$ cat src/rtl/irq_pkg.sv
package irq_pkg;

  typedef enum logic [1:0] {
    EV_NONE   = 2'd0,
    EV_VECTOR = 2'd1,
    EV_ACK    = 2'd2
  } irq_evt_e;

  // Slot 0 is the non-maskable source; slot k+1 is restart line k.
  function automatic int unsigned slot_addr(input int unsigned base,
                                            input int unsigned step,
                                            input int unsigned slot);
    return base + step * slot;
  endfunction

endpackage

$ cat src/rtl/irq_capture.sv
module irq_capture #(
  parameter int unsigned N_RS = 3
) (
  input  logic            clk,
  input  logic            rst_n,
  input  logic            nmi_i,
  input  logic [N_RS-1:0] rs_i,
  input  logic            edge_clr_i,
  input  logic            svc_nmi_i,
  input  logic            svc_top_i,
  output logic            nmi_live_o,
  output logic [N_RS-1:0] rs_pend_o
);

  localparam int unsigned TOP = N_RS - 1;

  logic nmi_q, nmi_q_nx;
  logic nmi_hold, nmi_hold_nx;

  always_comb begin
    nmi_q_nx = nmi_i;
    if (svc_nmi_i)
      nmi_hold_nx = 1'b0;
    else if (nmi_i && !nmi_q)
      nmi_hold_nx = 1'b1;
    else if (!nmi_i)
      nmi_hold_nx = 1'b0;
    else
      nmi_hold_nx = nmi_hold;
  end

  always_ff @(posedge clk or negedge rst_n) begin
    if (!rst_n) begin
      nmi_q    <= 1'b0;
      nmi_hold <= 1'b0;
    end else begin
      nmi_q    <= nmi_q_nx;
      nmi_hold <= nmi_hold_nx;
    end
  end

  assign nmi_live_o = nmi_hold & nmi_i;

  for (genvar k = 0; k < N_RS; k++) begin : g_line
    if (k == TOP) begin : g_edge
      logic top_q, top_q_nx;
      logic top_pend, top_pend_nx;

      always_comb begin
        top_q_nx = rs_i[k];
        if (rs_i[k] && !top_q)
          top_pend_nx = 1'b1;
        else if (svc_top_i || edge_clr_i)
          top_pend_nx = 1'b0;
        else
          top_pend_nx = top_pend;
      end

      always_ff @(posedge clk or negedge rst_n) begin
        if (!rst_n) begin
          top_q    <= 1'b0;
          top_pend <= 1'b0;
        end else begin
          top_q    <= top_q_nx;
          top_pend <= top_pend_nx;
        end
      end

      assign rs_pend_o[k] = top_pend;
    end else begin : g_level
      assign rs_pend_o[k] = rs_i[k];
    end
  end

endmodule

$ cat src/rtl/irq_select.sv
module irq_select #(
  parameter int unsigned N = 5
) (
  input  logic [N-1:0] req_i,
  output logic [N-1:0] grant_o,
  output logic         any_o
);

  always_comb begin
    logic found;
    found   = 1'b0;
    grant_o = '0;
    for (int i = int'(N) - 1; i >= 0; i--) begin
      if (req_i[i] && !found) begin
        grant_o[i] = 1'b1;
        found      = 1'b1;
      end
    end
    any_o = found;
  end

endmodule

$ cat src/rtl/irq_issue.sv
module irq_issue
  import irq_pkg::*;
#(
  parameter int unsigned N_RS     = 3,
  parameter int unsigned ADDR_W   = 16,
  parameter int unsigned VEC_BASE = 'h24,
  parameter int unsigned VEC_STEP = 8
) (
  input  logic              clk,
  input  logic              rst_n,
  input  logic              accept_i,
  input  logic [N_RS+1:0]   grant_i,
  input  logic              ie_set_i,
  input  logic              ie_clr_i,
  input  logic              mask_wr_i,
  input  logic [N_RS-1:0]   mask_d_i,
  output logic              ie_o,
  output logic [N_RS-1:0]   mask_o,
  output logic              take_o,
  output logic              ack_o,
  output logic [ADDR_W-1:0] vec_o
);

  irq_evt_e          evt;
  logic              ie_nx;
  logic              take_nx, ack_nx;
  logic [ADDR_W-1:0] vec_nx;
  int unsigned       slot;

  always_comb begin
    if (!accept_i)
      evt = EV_NONE;
    else if (grant_i[0])
      evt = EV_ACK;
    else
      evt = EV_VECTOR;
  end

  always_comb begin
    slot = 0;
    for (int unsigned i = 1; i <= N_RS; i++) begin
      if (grant_i[i]) slot = i;
    end
  end

  always_comb begin
    take_nx = (evt == EV_VECTOR);
    ack_nx  = (evt == EV_ACK);
    vec_nx  = ADDR_W'(slot_addr(VEC_BASE, VEC_STEP, slot));
    if (accept_i)
      ie_nx = 1'b0;
    else if (ie_set_i)
      ie_nx = 1'b1;
    else if (ie_clr_i)
      ie_nx = 1'b0;
    else
      ie_nx = ie_o;
  end

  always_ff @(posedge clk or negedge rst_n) begin
    if (!rst_n) begin
      ie_o   <= 1'b0;
      take_o <= 1'b0;
      ack_o  <= 1'b0;
    end else begin
      ie_o   <= ie_nx;
      take_o <= take_nx;
      ack_o  <= ack_nx;
    end
  end

  always_ff @(posedge clk or negedge rst_n) begin
    if (!rst_n)
      mask_o <= '1;
    else if (mask_wr_i)
      mask_o <= mask_d_i;
  end

  always_ff @(posedge clk or negedge rst_n) begin
    if (!rst_n)
      vec_o <= '0;
    else if (take_nx)
      vec_o <= vec_nx;
  end

endmodule

$ cat src/rtl/irq_arbiter.sv
module irq_arbiter #(
  parameter int unsigned N_RS     = 3,
  parameter int unsigned ADDR_W   = 16,
  parameter int unsigned VEC_BASE = 'h24,
  parameter int unsigned VEC_STEP = 8,
  localparam int unsigned STAT_W  = 2 * N_RS + 1
) (
  input  logic              clk,
  input  logic              rst_n,
  input  logic              nmi_i,
  input  logic [N_RS-1:0]   rs_i,
  input  logic              irq_i,
  input  logic              boundary_i,
  input  logic              ie_set_i,
  input  logic              ie_clr_i,
  input  logic              mask_wr_i,
  input  logic [N_RS-1:0]   mask_d_i,
  input  logic              edge_clr_i,
  output logic              take_o,
  output logic [ADDR_W-1:0] vec_o,
  output logic              ack_o,
  output logic [STAT_W-1:0] stat_o
);

  localparam int unsigned N_SRC   = N_RS + 2;
  localparam int unsigned NMI_IDX = N_SRC - 1;
  localparam int unsigned TOP_IDX = N_RS;

  logic              nmi_live;
  logic [N_RS-1:0]   rs_pend;
  logic [N_RS-1:0]   mask;
  logic              ie;
  logic [N_SRC-1:0]  cand;
  logic [N_SRC-1:0]  grant;
  logic              any;
  logic              accept;

  assign cand[0]       = irq_i & ie;
  assign cand[NMI_IDX] = nmi_live;
  for (genvar k = 0; k < N_RS; k++) begin : g_cand
    assign cand[k+1] = rs_pend[k] & ~mask[k] & ie;
  end

  assign accept = boundary_i & any;

  irq_capture #(.N_RS(N_RS)) u_cap (
    .clk        (clk),
    .rst_n      (rst_n),
    .nmi_i      (nmi_i),
    .rs_i       (rs_i),
    .edge_clr_i (edge_clr_i & mask_wr_i),
    .svc_nmi_i  (accept & grant[NMI_IDX]),
    .svc_top_i  (accept & grant[TOP_IDX]),
    .nmi_live_o (nmi_live),
    .rs_pend_o  (rs_pend)
  );

  irq_select #(.N(N_SRC)) u_sel (
    .req_i   (cand),
    .grant_o (grant),
    .any_o   (any)
  );

  irq_issue #(
    .N_RS     (N_RS),
    .ADDR_W   (ADDR_W),
    .VEC_BASE (VEC_BASE),
    .VEC_STEP (VEC_STEP)
  ) u_iss (
    .clk       (clk),
    .rst_n     (rst_n),
    .accept_i  (accept),
    .grant_i   (grant),
    .ie_set_i  (ie_set_i),
    .ie_clr_i  (ie_clr_i),
    .mask_wr_i (mask_wr_i),
    .mask_d_i  (mask_d_i),
    .ie_o      (ie),
    .mask_o    (mask),
    .take_o    (take_o),
    .ack_o     (ack_o),
    .vec_o     (vec_o)
  );

  assign stat_o = {rs_pend, ie, mask};

endmodule

$ cat config.mk
export PLATFORM = sky130hd
export DESIGN_NAME = irq_arbiter
export DESIGN_NICKNAME = d
export VERILOG_FILES = /design/src/rtl/irq_pkg.sv /design/src/rtl/irq_capture.sv /design/src/rtl/irq_select.sv /design/src/rtl/irq_issue.sv /design/src/rtl/irq_arbiter.sv
export SDC_FILE = /design/constraint.sdc
export NUM_CORES = 1
export LEC_CHECK = 0
export BUFFER_PORTS_ARGS = -buffer_cell sky130_fd_sc_hd__buf_2
export CAP_MARGIN = 5
export CORE_MARGIN = 4
export CORE_UTILIZATION = 35
export CTS_BUF_LIST = sky130_fd_sc_hd__clkbuf_4 sky130_fd_sc_hd__clkbuf_8 sky130_fd_sc_hd__clkbuf_16
export DETAILED_ROUTE_END_ITERATION = 7
export MAX_ROUTING_LAYER = met4
export PLACE_DENSITY_LB_ADDON = 0.1
export SLEW_MARGIN = 10
export SYNTH_ARGS = -nofsm -noshare
export SYNTH_HDL_FRONTEND = slang
export SYNTH_HIERARCHICAL = 1
export SYNTH_SLANG_ARGS = --single-unit
$ cat constraint.sdc
create_clock -name clk -period 3.83 [get_ports clk]
set_input_delay 0.1915 -clock clk [delete_from_list [all_inputs] [get_ports clk]]
set_output_delay 0.1915 -clock clk [all_outputs]
set_load 0.02 [all_outputs]
==> summary.txt, run 1 <==
Resized Gates After CTS: 0
Synthesized area: 729.5 µm²
Hold slack final: 0.03629 ns
# DRC: 0
Max stage delay on crit path: 0.54 ns
Yosys top cell area share: 34.31%
Main combinational cell family by area after synthesis: simple AND/OR/NAND/NOR gates
Vias in the first global route: 423
Clock share of power: 25.5%
Die area: 0.002878 mm²
Maximum vdd drop: 0.2026 mV
HPWL after DPL: 1047 µm
Worst Path Buf+Inv: 0
Area share of fa/ha/maj cells after synthesis: 0%
Synth Area in Simple Gates: 23.67%
Synthesis Warnings: 6
Status: finished clean
RR Endpoint: u_cap/g_line[2].g_edge.top_pend
NetSw: 106.3 µW
Critical path launch point type: register
XOR/XNOR Fraction of Synth Area: 0%
Worst setup path startpoint: u_iss/mask_o[2]
Top achievable clock speed: 607.5 MHz
Final wirelength: 1242 µm
Switching Share: 30.97%
Diode count: 0
Remaining Overflow, GRT: 0
Final Max Tran Viols: 0
Largest net degree at the start of global routing: 14
Sequential share of the synthesized area: 45.11%
Fin. Hold Viols: 0
Number of cells on the critical path: 5
Die Wd: 53.65 µm
Layout Skew: 0.007074 ns
Share of layout cells above drive strength 1: 41.49%
Hold Path Class: in2reg
TritonCTS clock tree: built
Area growth from synthesis to layout: 15.78%
First-pass GRT wire length: 1959 µm
Worst reg2reg startpoint: u_iss/mask_o[2]
Number of setup violations in the final report: 0
H-tree depth: 1
Slowest cell on the critical path: dfstp_2
Commonest non-fill, non-tap cells in the layout: buf_2 (27), conb_1 (12), dfrtp_1 (10)
Tmin final: 1.646 ns
Max FO, Critical Path: 4
Post-synthesis cell type count: 22
Top delay family on crit path: simple AND/OR/NAND/NOR gates
Internal: 236.9 µW
Gpl congestion: 0.6507
Worst EP arrival: 1.83 ns
Initial Util: 37.18%
Root cell of the clock tree: clkbuf_4
Total Neg Setup Slack: 0 ns
Worst setup path end: u_cap/g_line[2].g_edge.top_pend
Area contributors post-synth: dfrtp_1 (34%), buf_4 (19%), dfstp_2 (11%)
RSZ-0062 raised after global routing: false
R2r worst-path depth: 5
Max-Cap Viols: 0
Logic pwr share: 26.8%
Vias per Instance: 4.025
Area leader, netlist: dfrtp_1
Post-route cell area: 844.6 µm²
First drt pass iteration count: 3
Post-synthesis mux area share: 4.631%
Sequential Power Share: 47.7%
Row count: 16
Total track usage: 10.27%
Max Buffers Root-to-Sink: 2
Antenna Violating Nets Remaining: 0
Area post-placement: 804.5 µm²
Synth Area in Compound Gates: 4.974%
Tcrit/Tclk final: 42.98%
Clock slew seen by the registers of the worst setup and hold paths: 0.08 ns
Leak Pwr: 0.4491 nW
Number of fill cells: 215
Most common cell after layout, fill and taps aside: buf_2
Core ar.: 0.001962 mm²
Crit path cell chain: and3b_1 > nor4_2 > nand2b_1 > and3_1 > o32ai_2
Kind of critical path: reg2reg
Synth Instances: 69
DR WL/cell: 10.26 µm
Io pins: 40
NumNets Final: 110
CP required: 4.01 ns
CP endpoint kind: register
Final setup margin: 2.184 ns
Initial antenna violation count: 0
Num CTS Buffers: 3
DRT iter0 DRCs: 4
Reg2Reg Setup Slack: 2.18 ns
Clock Latency Late Sink: 0.27 ns
Clk sink count: 13
FF+latch count, synth: 13
Chip Height: 53.65 µm
IO Port Bufs: 27
Avg Cell Area, Syn: 10.57 µm²
Vias: 487
Power Density: 406.4 mW/mm²
Post-CTS Setup Bufs: 0
Pre-CTS setup slack: 2.194 ns
==> Yosys cell counts (all sizes together) <==
cell / number
nor4b: 1
nor2: 2
nor2b: 2
inv: 5
nor3b: 2
dfstp: 3
o21ai: 2
and3: 2
a21oi: 2
conb: 1
mux2: 3
o32ai: 1
dfrtp: 10
nor4: 1
nand2b: 3
and2: 6
buf: 18
nand2: 2
and3b: 3
==> worst reg2reg max path, stage by stage (launching register included) <==
cell and delay [ns]:
dfstp_2 0.54, and3b_1 0.21, nor4_2 0.31, nand2b_1 0.11, and3_1 0.17, o32ai_2 0.23
==> area by class of cell <==
class	instances	area, µm²	share of cell area (%)
multi-input cells	44	287.8	34.07
flip-flops and latches	13	329.1	38.96
repair buffers	28	145.1	17.19
inverters	5	18.77	2.222
clock buffers	4	30.03	3.556
well taps	27	33.78	4.000
==> flip-flops by register name, indices dropped and copies added, names as in the netlist <==
signal	flops
u_iss/ack_o	1
u_iss/vec_o	3
u_iss/ie_o	1
u_cap/nmi_hold	1
u_cap/g_line.g_edge.top_pend	1
u_cap/nmi_q	1
u_iss/take_o	1
u_iss/mask_o	3
u_cap/g_line.g_edge.top_q	1
==> routing by layer <==
metal / track usage [%] / share of wire (%) / vias up
met1: 12.05 / 43 / 211
met4: 3.830 / 1.0 / 0
met5: - / 0 / -
li1: - / - / 244
met3: 4.986 / 13 / 2
met2: 15.10 / 43 / 30
==> worst min path at each step <==
stage | startpoint | end | cells past startpoint
final | rs_i[2] | u_cap/g_line[2].g_edge.top_q | 1
after global routing | rs_i[2] | u_cap/g_line[2].g_edge.top_q | 1
after CTS | rs_i[2] | u_cap/g_line[2].g_edge.top_q | 1
after detailed placement | rst_n | u_iss/take_o | 1
after global placement | rst_n | u_iss/take_o | 1
after floorplan | rst_n | u_cap/g_line[2].g_edge.top_pend | 0
==> power by group through the flow <==
stage | registers [mW] | logic [mW] | clock network, mW
floorplan | 0.179 | 0.0650 | 0
finish | 0.164 | 0.0920 | 0.0875
global route | 0.166 | 0.102 | 0.104
CTS | 0.164 | 0.0934 | 0.0935
global placement | 0.166 | 0.0918 | 0
detailed placement | 0.167 | 0.0923 | 0
==> metrics by stage <==
stage / utilization (%) / power [mW] / std cells
after global placement: 41.01 / 0.2582 / 116
after floorplan: - / 0.2435 / 80
final: 43.05 / 0.3432 / 121
after global routing: 43.05 / 0.3729 / 121
after detailed placement: 41.01 / 0.2593 / 116
after CTS: 43.05 / 0.3512 / 121
==> kinds of logic (layout without fill, tap and decap cells) <==
family,Yosys count,count (layout)
other cells,1,12
simple gates,24,24
buf+inv,23,37
compound gates,5,5
mux,3,3
flops,13,13
==> repair_timing <==
item / CTS / global route
hold endpoints to repair: 10 / 0
hold buffers: 1 / 0
endpoints found under the setup margin: 0 / 0
Power figures use the tool's default switching activity.
==> run 2: changes to the inputs <==
==> constraint.sdc (replaced) <==
create_clock -name clk -period 1.5 [get_ports clk]
set_input_delay 0.075 -clock clk [delete_from_list [all_inputs] [get_ports clk]]
set_output_delay 0.075 -clock clk [all_outputs]
set_load 0.02 [all_outputs]
==> run 2 against run 1 <==
Compared with the run above: the run now ends with setup timing left; clock power grew to 2.6 times the previous value; global-route usage grew 0.98 points; combinational power grew to 3.1 times the previous value; worst setup slack lost 2.3 ns; fmax grew 1.5%; final cell count grew 6.6%; die area is the same; power grew to 2.7 times the previous value; clock-buffer cell count is the same; core utilization grew 4.3 points; flip-flop and latch count is the same; hold slack lost 0.024 ns.
==> summary.txt, run 2 (same netlist as run 1, synthesis figures left out) <==
Status: complete, but fails checks (was finished clean)
Failing checks: setup timing
Met3 WL: 101 µm (was 159 µm)
Area post-placement: 830.8 µm² (was 804.5 µm²)
Sequential Power Share: 45.0% (was 47.7%)
Number of fill cells: 212 (was 215)
NumNets Final: 118 (was 110)
Max Buffers Root-to-Sink: 2 (unchanged)
Num CTS Buffers: 3 (unchanged)
IO Port Bufs: 27 (unchanged)
Hold Path End: u_iss/mask_o[1] (was u_cap/g_line[2].g_edge.top_q)
Area growth from synthesis to layout: 27.27% (was 15.78%)
H-tree depth: 1 (unchanged)
Final wirelength: 1328 µm (was 1242 µm)
Root cell of the clock tree: clkbuf_4 (unchanged)
Leak Pwr: 0.4929 nW (was 0.4491 nW)
Multi-input gate area: 306.5 µm² (was 287.8 µm²)
Post-layout util: 47.32% (was 43.05%)
First-pass GRT wire length: 2180 µm (was 1959 µm)
Logic pwr share: 30.3% (was 26.8%)
Placed instance count: 119 (was 116)
Register area: 329.1 µm² (unchanged)
Initial Util: 37.18% (unchanged)
Internal: 637.0 µW (was 236.9 µW)
Clock slew seen by the registers of the worst setup and hold paths: 0.08 ns (about the same)
Switching Share: 31.45% (was 30.97%)
Vias per Instance: 3.977 (was 4.025)
RR Endpoint: u_cap/g_line[2].g_edge.top_pend (unchanged)
Kind of critical path: reg2reg (unchanged)
Clock share of power: 24.7% (was 25.5%)
Clk sink count: 13 (unchanged)
DRT iter0 DRCs: 6 (was 4)
Hold wc startpoint: mask_d_i[1] (was rs_i[2])
Gpl congestion: 0.6729 (was 0.6507)
Diode count: 0 (unchanged)
Commonest non-fill, non-tap cells in the layout: buf_2 (27), conb_1 (12), dfrtp_1 (10) (unchanged)
Initial antenna violation count: 0 (unchanged)
Reg2Reg Setup Slack: -0.12 ns (was 2.18 ns)
Tmin final: 1.622 ns (was 1.646 ns)
Clock Latency Late Sink: 0.27 ns (about the same)
Final Max Tran Viols: 0 (unchanged)
Top flop regs: u_iss/mask_o: 3 flops, u_iss/vec_o: 3 flops (unchanged)
Hold Path Class: in2reg (unchanged)
Remaining Overflow, GRT: 0 (unchanged)
Total track usage: 11.24% (was 10.27%)
Vias: 513 (was 487)
Critical path launch point type: register (unchanged)
Worst EP arrival: 1.80 ns (was 1.83 ns)
Worst reg2reg startpoint: u_iss/mask_o[2] (unchanged)
Max-Cap Viols: 0 (unchanged)
Final setup margin: -0.1215 ns (was 2.184 ns)
Die Wd: 53.65 µm (unchanged)
Die area: 0.002878 mm² (unchanged)
Top achievable clock speed: 616.7 MHz (was 607.5 MHz)
Post-route met1 wirelength: 561 µm (was 533 µm)
Largest net degree at the start of global routing: 14 (unchanged)
Antenna Violating Nets Remaining: 0 (unchanged)
Post-Layout Cell Count: 129 (was 121)
Met2 wire len: 640 µm (was 535 µm)
CP required: 1.68 ns (was 4.01 ns)
Tcrit/Tclk final: 108.1% (was 42.98%)
Power Density: 1001 mW/mm² (was 406.4 mW/mm²)
Post-route cell area: 928.4 µm² (was 844.6 µm²)
First drt pass iteration count: 4 (was 3)
HPWL after DPL: 1089 µm (was 1047 µm)
Max FO, Critical Path: 3 (was 4)
Maximum vdd drop: 0.5100 mV (was 0.2026 mV)
R2r worst-path depth: 5 (unchanged)
Core ar.: 0.001962 mm² (unchanged)
# DRC: 0 (unchanged)
Chip Height: 53.65 µm (unchanged)
Io pins: 40 (unchanged)
Row count: 16 (unchanged)
Number of setup violations in the final report: 8 (was 0)
TritonCTS clock tree: built (unchanged)
Highest routing layer actually used: met4 (unchanged)
Fin. Hold Viols: 0 (unchanged)
NetSw: 292.2 µW (was 106.3 µW)
RSZ-0062 raised after global routing: true (was false)
Most common cell after layout, fill and taps aside: buf_2 (unchanged)
Layout Skew: 0.004760 ns (was 0.007074 ns)
DR WL/cell: 10.29 µm (was 10.26 µm)
Hold path depth: 2 (was 1)
Vias in the first global route: 524 (was 423)
CP endpoint kind: register (unchanged)
Share of layout cells above drive strength 1: 49.02% (was 41.49%)
==> run 2: routing by layer <==
| metal | GRT usage, % | vias up |
|---|---|---|
| li1 | - | 263 |
| met1 | 13.14 | 224 |
| met2 | 17.14 | 24 |
| met3 | 2.493 | 2 |
| met4 | 7.660 | 0 |
| met5 | - | - |
==> run 2: layout make-up <==
class	count	area share (%)
multi-input combinational	44	33.02
tap	27	3.639
clock buffer	4	3.235
inverter	5	2.022
timing repair buffer	36	22.64
sequential	13	35.44
==> run 2: metrics by stage <==
step / worst slack [ns] / hold slack [ns] / power (mW) / setup TNS [ns]
global route: -0.1925 / 0.005523 / 0.9993 / -1.222
detailed placement: -0.08237 / -0.02506 / 0.6778 / -0.2782
finish: -0.1215 / 0.01188 / 0.9293 / -0.7380
global placement: -0.05745 / -0.01937 / 0.6735 / -0.2336
CTS: -0.1079 / 0.002371 / 0.9272 / -0.4747
floorplan: -0.08711 / -0.2206 / 0.6266 / -0.3709
==> run 2: critical path, stage by stage, from the launching register on <==
cell and delay [ns]:
dfstp_2 0.53, and3b_2 0.23, nor4_4 0.28, nand2b_1 0.11
and3_1 0.19, o32ai_2 0.19
==> run 2: power by group through the flow <==
stage / registers [mW] / clock network [mW] / logic (mW)
3_3_place_gp: 0.423 / 0 / 0.251
2_1_floorplan: 0.456 / 0 / 0.171
5_1_grt: 0.426 / 0.265 / 0.308
3_5_place_dp: 0.426 / 0 / 0.252
6_report: 0.418 / 0.229 / 0.282
4_1_cts: 0.419 / 0.244 / 0.264
==> run 2: repair_timing <==
item | in CTS | in global routing
setup buffers | 1 | 2
endpoints found under the hold margin | 15 | 0
pin swaps | 2 | 3
setup endpoints to repair | 7 | 8
hold buffers | 3 | 0
gates resized for setup | 0 | 3
cloned | 0 | 0
==> run 2: worst max path at each step <==
stage | from | to
floorplan | u_iss/mask_o[0] | u_cap/g_line[2].g_edge.top_pend
global placement | u_iss/mask_o[0] | u_cap/g_line[2].g_edge.top_pend
detailed placement | u_iss/mask_o[0] | u_iss/vec_o[3]
CTS | u_iss/mask_o[0] | u_cap/g_line[2].g_edge.top_pend
global route | u_iss/mask_o[2] | u_iss/vec_o[4]
finish | u_iss/mask_o[2] | u_cap/g_line[2].g_edge.top_pend
